`src/rtl/rline_pkg.sv`:
```
package rline_pkg;

    typedef enum logic [1:0] {
        RA_CTRL   = 2'd0,
        RA_CMPLO  = 2'd1,
        RA_FLAG   = 2'd2,
        RA_ENABLE = 2'd3
    } rline_addr_e;

    typedef struct packed {
        logic       wr;
        logic [1:0] addr;
        logic [7:0] data;
    } rline_wr_t;

    function automatic int unsigned frame_last(input logic long_frame,
                                               input int unsigned short_lines,
                                               input int unsigned long_lines);
        return long_frame ? (long_lines - 1) : (short_lines - 1);
    endfunction

    function automatic logic is_flag_clear(input rline_wr_t w);
        return w.wr && (w.addr == RA_FLAG) && w.data[0];
    endfunction

endpackage

```
`src/rtl/rline_counter.sv`:
```
module rline_counter #(
    parameter int LINE_W   = 9,
    parameter int LINES_60 = 262,
    parameter int LINES_50 = 312
) (
    input  logic              clk,
    input  logic              rst,
    input  logic              line_end,
    input  logic              mode_50,
    output logic [LINE_W-1:0] line_q
);
    localparam logic [LINE_W-1:0] LAST60 = LINE_W'(LINES_60 - 1);
    localparam logic [LINE_W-1:0] LAST50 = LINE_W'(LINES_50 - 1);

    logic [LINE_W-1:0] last;
    logic              at_end;

    assign last   = mode_50 ? LAST50 : LAST60;
    assign at_end = (line_q >= last);

    always_ff @(posedge clk) begin
        if (rst) begin
            line_q <= '0;
        end else if (line_end) begin
            line_q <= at_end ? '0 : line_q + LINE_W'(1);
        end
    end
endmodule

```
`src/rtl/rline_match.sv`:
```
module rline_match #(
    parameter int LINE_W = 9
) (
    input  logic              clk,
    input  logic              rst,
    input  logic              line_end,
    input  logic [LINE_W-1:0] line_q,
    input  logic [LINE_W-1:0] cmp,
    output logic              hit_q
);
    logic leaving_target;

    assign leaving_target = line_end && (line_q == cmp);

    always_ff @(posedge clk) begin
        if (rst) hit_q <= 1'b0;
        else     hit_q <= leaving_target;
    end
endmodule

```
`src/rtl/rline_regs.sv`:
```
module rline_regs
    import rline_pkg::*;
#(
    parameter int LINE_W = 9,
    parameter int DATA_W = 8
) (
    input  logic              clk,
    input  logic              rst,
    input  rline_wr_t         wr,
    input  logic              hit,
    input  logic [LINE_W-1:0] line_q,
    input  logic [1:0]        raddr,
    output logic [LINE_W-1:0] cmp,
    output logic              en_q,
    output logic              flag_q,
    output logic [DATA_W-1:0] rdata
);
    localparam int TOP = DATA_W - 1;

    logic [DATA_W-1:0] cmp_lo;
    logic              cmp_hi;

    assign cmp = {cmp_hi, cmp_lo};

    always_ff @(posedge clk) begin
        if (rst) begin
            cmp_lo <= '0;
            cmp_hi <= 1'b0;
            en_q   <= 1'b0;
        end else if (wr.wr) begin
            case (rline_addr_e'(wr.addr))
                RA_CTRL:   cmp_hi <= wr.data[TOP];
                RA_CMPLO:  cmp_lo <= wr.data;
                RA_ENABLE: en_q   <= wr.data[0];
                default:   ;
            endcase
        end
    end

    always_ff @(posedge clk) begin
        if (rst)                    flag_q <= 1'b0;
        else if (hit)               flag_q <= 1'b1;
        else if (is_flag_clear(wr)) flag_q <= 1'b0;
    end

    always_comb begin
        rdata = '0;
        case (rline_addr_e'(raddr))
            RA_CTRL:   rdata[TOP] = line_q[LINE_W-1];
            RA_CMPLO:  rdata      = line_q[DATA_W-1:0];
            RA_FLAG:   rdata[0]   = flag_q;
            RA_ENABLE: rdata[0]   = en_q;
            default:   rdata      = '0;
        endcase
    end
endmodule

```
`src/rtl/rline_irq_unit.sv`:
```
module rline_irq_unit
    import rline_pkg::*;
#(
    parameter int DATA_W   = 8,
    parameter int LINES_60 = 262,
    parameter int LINES_50 = 312
) (
    input  logic              clk,
    input  logic              rst,
    input  logic              line_end,
    input  logic              mode_50,
    input  logic              bus_wr,
    input  logic [1:0]        bus_addr,
    input  logic [DATA_W-1:0] bus_wdata,
    input  logic [1:0]        bus_raddr,
    output logic [DATA_W-1:0] bus_rdata,
    output logic              irq
);
    localparam int LINE_W = DATA_W + 1;

    logic [LINE_W-1:0] line_w;
    logic [LINE_W-1:0] cmp_w;
    logic              hit_w;
    logic              flag_w;
    logic              en_w;
    rline_wr_t         wr_s;

    assign wr_s = '{wr: bus_wr, addr: bus_addr, data: bus_wdata};

    rline_counter #(.LINE_W(LINE_W), .LINES_60(LINES_60), .LINES_50(LINES_50)) u_cnt (
        .clk(clk), .rst(rst), .line_end(line_end), .mode_50(mode_50), .line_q(line_w)
    );

    rline_match #(.LINE_W(LINE_W)) u_match (
        .clk(clk), .rst(rst), .line_end(line_end), .line_q(line_w), .cmp(cmp_w), .hit_q(hit_w)
    );

    rline_regs #(.LINE_W(LINE_W), .DATA_W(DATA_W)) u_regs (
        .clk(clk), .rst(rst), .wr(wr_s), .hit(hit_w), .line_q(line_w), .raddr(bus_raddr),
        .cmp(cmp_w), .en_q(en_w), .flag_q(flag_w), .rdata(bus_rdata)
    );

    assign irq = flag_w & en_w;
endmodule

```
`config.mk`:
```
export PLATFORM = sky130hd
export DESIGN_NAME = rline_irq_unit
export DESIGN_NICKNAME = d
export VERILOG_FILES = /design/src/rtl/rline_pkg.sv /design/src/rtl/rline_counter.sv /design/src/rtl/rline_match.sv /design/src/rtl/rline_regs.sv /design/src/rtl/rline_irq_unit.sv
export SDC_FILE = /design/constraint.sdc
export NUM_CORES = 1
export LEC_CHECK = 0
export BUFFER_PORTS_ARGS = -buffer_cell sky130_fd_sc_hd__clkbuf_2
export CELL_PAD_IN_SITES_DETAIL_PLACEMENT = 2
export CELL_PAD_IN_SITES_GLOBAL_PLACEMENT = 2
export CORE_MARGIN = 3
export CORE_UTILIZATION = 32
export CTS_CLUSTER_SIZE = 24
export DETAILED_ROUTE_END_ITERATION = 16
export GPL_TIMING_DRIVEN = 0
export HOLD_SLACK_MARGIN = 0.02
export PLACE_DENSITY_LB_ADDON = 0.05
export SYNTH_ARGS = -nofsm -noshare
export SYNTH_HDL_FRONTEND = slang
export SYNTH_HIERARCHICAL = 1
export SYNTH_SLANG_ARGS = --single-unit
```
`constraint.sdc`:
```
create_clock -name clk -period 1.7 [get_ports clk]
set_clock_uncertainty 0.15 [all_clocks]
set_input_delay 0.34 -clock clk [delete_from_list [all_inputs] [get_ports clk]]
set_output_delay 0.34 -clock clk [all_outputs]
set_load 0.02 [all_outputs]
```
==> results.cfg, run 1 <==
[synthesis]
synth-async-reset-ratio_pct = 0
syn_nets = 147
yosysWarnings = 6
yosys.area.top_type = dfxtp_1
yosys_register_bits = 21
synth_area_um2 = 1180
synth_top_area_share_pct = 35.5
synth_cells = 126
ys_seq_area_share_pct = 35.5
synth_area_leaders = dfxtp_1 (36%), mux2i_1 (10%), nand2b_1 (9.5%)
ys.flop_type = dfxtp_1
synth.avg_cell_area_um2 = 9.39
synth_edf_count = 0
synth.distinct_cells = 34

[floorplan]
coreArea_um2 = 3440
fp.dieW_um = 66.8
io_pins = 26
num_rows = 21
start_util_pct = 34.4
die_y_um = 66.8
dieArea_um2 = 4460

[clock_tree]
path_clk_slew_ns = 0.09
clk_latency_ns = 0.27
cts-root-buf = clkbuf_8
cts.sinks = 21
ctsHtreeMaxLevel = 1
cts_tree = done
hold_buffers = 0
cts_buffers = 3
cts_max_path_buffers = 2

[sta]
setup_slack_ns = -0.0284
min_period_over_period_pct = 102
worst_pin_slew_ns = 0.439
setup_viol_count_final = 1
fin_crit_ns = 1.73
hold_viol_final = 0
drv_slew = 0
fmax_mhz = 579
relSlewSlack_pct = 70.7
rsz0062_at_grt = yes

[place]
place_congestion = 0.744
pre_cts_slack_ns = -0.0920
hpwl_um = 2530
numPortBuffers = 25
place_inst = 197

[grt]
grt_overflow_total = 0
grt_pass1_wl_um = 5300
grt_max_degree = 14
grt_pass1_vias = 1073
antenna_found_initial = 0
grtUsageTotal_pct = 16.0

[power_and_ir_drop]
ir_worst_vdd_mv = 0.376
finalPower_mw = 1.26
p_leak_nw = 0.596
powerDensity_nw_per_um2 = 856

[setup_path]
r2r.worst_path.cells = 5
cp_top_family = flip-flops
critPathBufInv = 1
r2r_slack_ns = 0.09
path_cells = mux2_4 > a22o_1 > clkbuf_8
worstSetupStartpointType = flop
reg2reg_from = u_cnt/line_q[1]
arrival_ns = 1.24
cp-end-kind = primary output
critical_path_required_ns = 1.21
path_max_fanout = 3
crit_path_top_delay_cell = dfxtp_2
slowest_delay_ns = 0.34
cp.depth = 3
reg2reg_to = u_cnt/line_q[3]
critPathKind = flop to primary output

[final_layout]
diodes = 0
syn_to_final_growth_pct = 24.2
fill_cells = 401
finalNonFillerCells = 202
nNetsFinal = 178
mostFrequentLayoutCells = clkbuf_2 (24), nand2b_1 (18), dfxtp_1 (14)
fin_util_pct = 42.7
drive_above_1_share_pct = 33.3
mostFrequentLayoutCell = clkbuf_2

[drt]
vias_per_cell = 5.05
drt-pass1-iter-count = 4
wirelength_um = 3200
postRouteAntennaNets = 0
wl_per_cell_um = 15.9
vias = 1021
first_iter_violations = 23
drc = 0

[worst_hold_path]
hold-path-cell-count = 3
min_path_type = input pin to flop
min-delay-start = bus_wdata[5]
min_to = u_regs/cmp_lo[5]

[outcome]
failed_checks = setup timing
status = finished with violations

[run]
cap_viol_max_count = 0
## cell families after synthesis
logic type,after synthesis,synth area share [%]
flip-flops,21,35.5
AND/OR/NAND/NOR,57,29.2
adder cells (fa/ha/maj),4,4.23
multiplexers,13,11.1
XOR/XNOR,15,11.1
buffers and inverters,7,3.38
AO/OA/AOI/OAI,9,5.50
## synthesized netlist by cell type (all sizes together), types with 3 or more instances
master	count
and2	7
xnor2	11
ha	4
xor2	4
nor2	4
nor3	9
nand3	3
buf	4
nand2b	18
dfxtp	21
a21oi	4
nand2	3
mux2i	12
nand4	5
## layer usage
layer | track usage, % | part of all wire (%) | vias up
met5 | 0 | 0 | -
met4 | 5.33 | 0.44 | 0
met3 | 1.52 | 3.0 | 2
met2 | 28.6 | 51 | 15
met1 | 19.8 | 45 | 507
li1 | - | - | 497
## worst max path at each step
stage / end / slack (ns) / from
final: bus_rdata[0] / -0.03 / u_regs/flag_q
after global routing: bus_rdata[0] / -0.07 / u_regs/flag_q
after CTS: bus_rdata[0] / -0.03 / u_regs/flag_q
after detailed placement: u_cnt/line_q[3] / -0.09 / mode_50
after global placement: u_cnt/line_q[2] / 0.02 / mode_50
after floorplan: u_cnt/line_q[0] / 0.22 / mode_50
## worst register-to-register path: stages, from the launching register on
cell and delay (ns):
dfxtp_4 0.37, ha_1 0.28, nand3_1 0.09, a21boi_2 0.15
o2111a_2 0.35, nor3_1 0.09
## flip-flops by register name, indices dropped and copies added, names as in the netlist
| name | flops |
|---|---|
| u_cnt/line_q | 9 |
| u_regs/en_q | 1 |
| u_match/hit_q | 1 |
| u_regs/cmp_hi | 1 |
| u_regs/cmp_lo | 8 |
| u_regs/flag_q | 1 |
## timing repair
action	CTS	global route
setup endpoints to repair	8	11
setup buffers	1	0
pin swaps	1	1
gates resized for setup	7	11
## power breakdown
part | total [mW] | internal, mW | switching (mW)
clock network | 0.344 | 0.166 | 0.178
logic | 0.277 | 0.143 | 0.134
registers | 0.638 | 0.551 | 0.0875
## stage by stage
stage	hold slack, ns	TNS (ns)	area [µm²]
detailed placement	0.325	-0.602	1370
floorplan	0.299	0	1180
global route	0.156	-0.0731	1470
global placement	0.320	0	1370
CTS	0.159	-0.0334	1440
finish	0.159	-0.0284	1470
## layout make-up
class	count	area, µm²	share of cell area (%)
plain buffers	5	32.5	2.21
clock buffers	3	41.3	2.81
clock inverters	1	7.51	0.511
inverters	2	7.51	0.511
multi-input cells	98	748	50.9
flip-flops and latches	21	434	29.5
well taps	46	57.6	3.91
repair buffers	26	141	9.62
(Power assumes the default switching activity.)
==> run 2: changes to the inputs <==
--- a/config.mk
+++ b/config.mk
@@ -10,11 +10,13 @@
 export CELL_PAD_IN_SITES_GLOBAL_PLACEMENT = 2
 export CORE_MARGIN = 3
 export CORE_UTILIZATION = 32
+export CTS_CLUSTER_DIAMETER = 40
 export CTS_CLUSTER_SIZE = 24
 export DETAILED_ROUTE_END_ITERATION = 16
 export GPL_TIMING_DRIVEN = 0
 export HOLD_SLACK_MARGIN = 0.02
 export PLACE_DENSITY_LB_ADDON = 0.05
+export SETUP_SLACK_MARGIN = 0.5
 export SYNTH_ARGS = -nofsm -noshare
 export SYNTH_HDL_FRONTEND = slang
 export SYNTH_HIERARCHICAL = 1
==> results.cfg, run 2 (synthesized netlist as in run 1, its figures left out) <==
[power_and_ir_drop]
ir_worst_vdd_mv = 0.391
power_frac_comb_pct = 37.4
p_switching_mw = 0.535
p_leak_nw = 0.727
pwr-share-clk_pct = 21.4
seq_power_share_pct = 41.2
switching_share_pct = 33.8
powerDensity_nw_per_um2 = 852
p_int_mw = 1.05

[floorplan]
dieArea_um2 = 4460
coreArea_um2 = 3440
die_y_um = 66.8
num_rows = 21
start_util_pct = 34.4
fp.dieW_um = 66.8
io_pins = 26

[final_layout]
drive_above_1_share_pct = 54.1
top_regs = u_cnt/line_q x9, u_regs/cmp_lo x8
fin_util_pct = 54.0
regMostFlops = u_cnt/line_q
largest_register_ffs = 9
seq_area_um2 = 452
diodes = 0
multiInputGateArea_um2 = 862
syn_to_final_growth_pct = 57.0
mostFrequentLayoutCell = nand2b_1
finalNonFillerCells = 216
fill_cells = 362
mostFrequentLayoutCells = nand2b_1 (18), clkbuf_2 (14), mux2i_1 (12)
nNetsFinal = 192

[drt]
postRouteAntennaNets = 0
vias_per_cell = 5.26
vias = 1136
wl_per_cell_um = 24.1
drt-pass1-iter-count = 4
first_iter_violations = 45
drc = 0
wirelength_um = 5200

[grt]
grt_max_degree = 12
antenna_found_initial = 0
grt_pass1_vias = 1297
grt_pass1_wl_um = 6800
grtUsageTotal_pct = 20.9
grt_overflow_total = 0

[setup_path]
slowest_delay_ns = 0.35
cp_top_family = flip-flops
reg2reg_from = u_cnt/line_q[1]
critPathBufInv = 1
cp-end-kind = primary output
critical_path_required_ns = 1.21
path_max_fanout = 3
crit_path_top_delay_cell = dfxtp_2
worstSetupStartpointType = flop
r2r.worst_path.cells = 5
arrival_ns = 1.25
critPathKind = flop to primary output
r2r_slack_ns = 0.07
reg2reg_to = u_cnt/line_q[8]
path_cells = mux2_4 > a22o_4 > buf_8

[worst_hold_path]
min_path_type = input pin to flop
hold-path-cell-count = 3
min-delay-start = bus_wdata[2]
min_to = u_regs/cmp_lo[2]

[sta]
holdWs_ns = 0.162
fin_crit_ns = 1.74
drv_slew = 0
min_period_over_period_pct = 102
tns_ns = -0.0409
setup_slack_ns = -0.0409
setup_viol_count_final = 1
fmax_mhz = 574
hold_viol_final = 0
worst_pin_slew_ns = 0.302
relSlewSlack_pct = 79.9
rsz0062_at_grt = yes

[clock_tree]
cts.sinks = 21
hold_buffers = 0
cts_tree = done
clk_latency_ns = 0.26
cts_buffers = 3
path_clk_slew_ns = 0.08
cts-root-buf = clkbuf_8
ctsHtreeMaxLevel = 1
cts_max_path_buffers = 2

[run]
cap_viol_max_count = 0

[place]
place_inst = 197
hpwl_um = 2420
numPortBuffers = 25
place_congestion = 0.681

[outcome]
failed_checks = setup timing
status = finished with violations
run 2: worst reg2reg max path, stage by stage (launching register included):
cell and delay (ns):
dfxtp_4 0.38, ha_4 0.27, nand3_2 0.07, a21boi_1 0.18, o2111a_2 0.37, nor3_1 0.09
run 2: power by group through the flow:
stage / registers, mW / logic, mW / clock network, mW
floorplan: 0.626 / 0.218 / 0
global placement: 0.661 / 0.274 / 0
detailed placement: 0.660 / 0.300 / 0
CTS: 0.641 / 0.495 / 0.345
global route: 0.663 / 0.628 / 0.368
finish: 0.653 / 0.591 / 0.339
run 2: worst max-delay path by stage:
stage,endpoint,slack [ns],from,cells past startpoint
2_1_floorplan,u_cnt/line_q[4],0.28,mode_50,5
3_3_place_gp,u_cnt/line_q[4],0.008,mode_50,7
3_5_place_dp,u_cnt/line_q[4],-0.03,mode_50,7
4_1_cts,bus_rdata[0],-0.04,u_regs/flag_q,3
5_1_grt,bus_rdata[0],-0.06,u_regs/en_q,3
6_report,bus_rdata[0],-0.04,u_regs/en_q,3
run 2: final cells by class:
type	instances	share of cell area, %
plain buffers	5	2.22
clock buffers	4	2.42
inverters	2	1.08
multi-input cells	98	46.4
flip-flops and latches	21	24.3
well taps	46	3.10
repair buffers	40	20.5
run 2: what timing repair did:
item,4_1_cts,5_1_grt
setup endpoints to repair,22,29
pin swaps,13,8
gates cloned,0,0
buffers inserted,13,2
gates resized for setup,51,21
run 2: stage by stage:
step	power, mW	setup WS (ns)	cell area (µm²)
final	1.58	-0.0409	1860
after global routing	1.66	-0.0639	1860
after CTS	1.48	-0.0386	1800
after detailed placement	0.960	-0.0307	1440
after global placement	0.935	0.00756	1440
after floorplan	0.844	0.279	1250
run 2: per-layer routing:
| metal | vias up | GRT usage (%) | routed length [µm] |
|---|---|---|---|
| li1 | 523 | - | - |
| met1 | 566 | 25.4 | 2330 |
| met2 | 36 | 35.1 | 2610 |
| met3 | 11 | 4.05 | 147 |
| met4 | 0 | 9.39 | 108 |
| met5 | - | 0 | 0 |
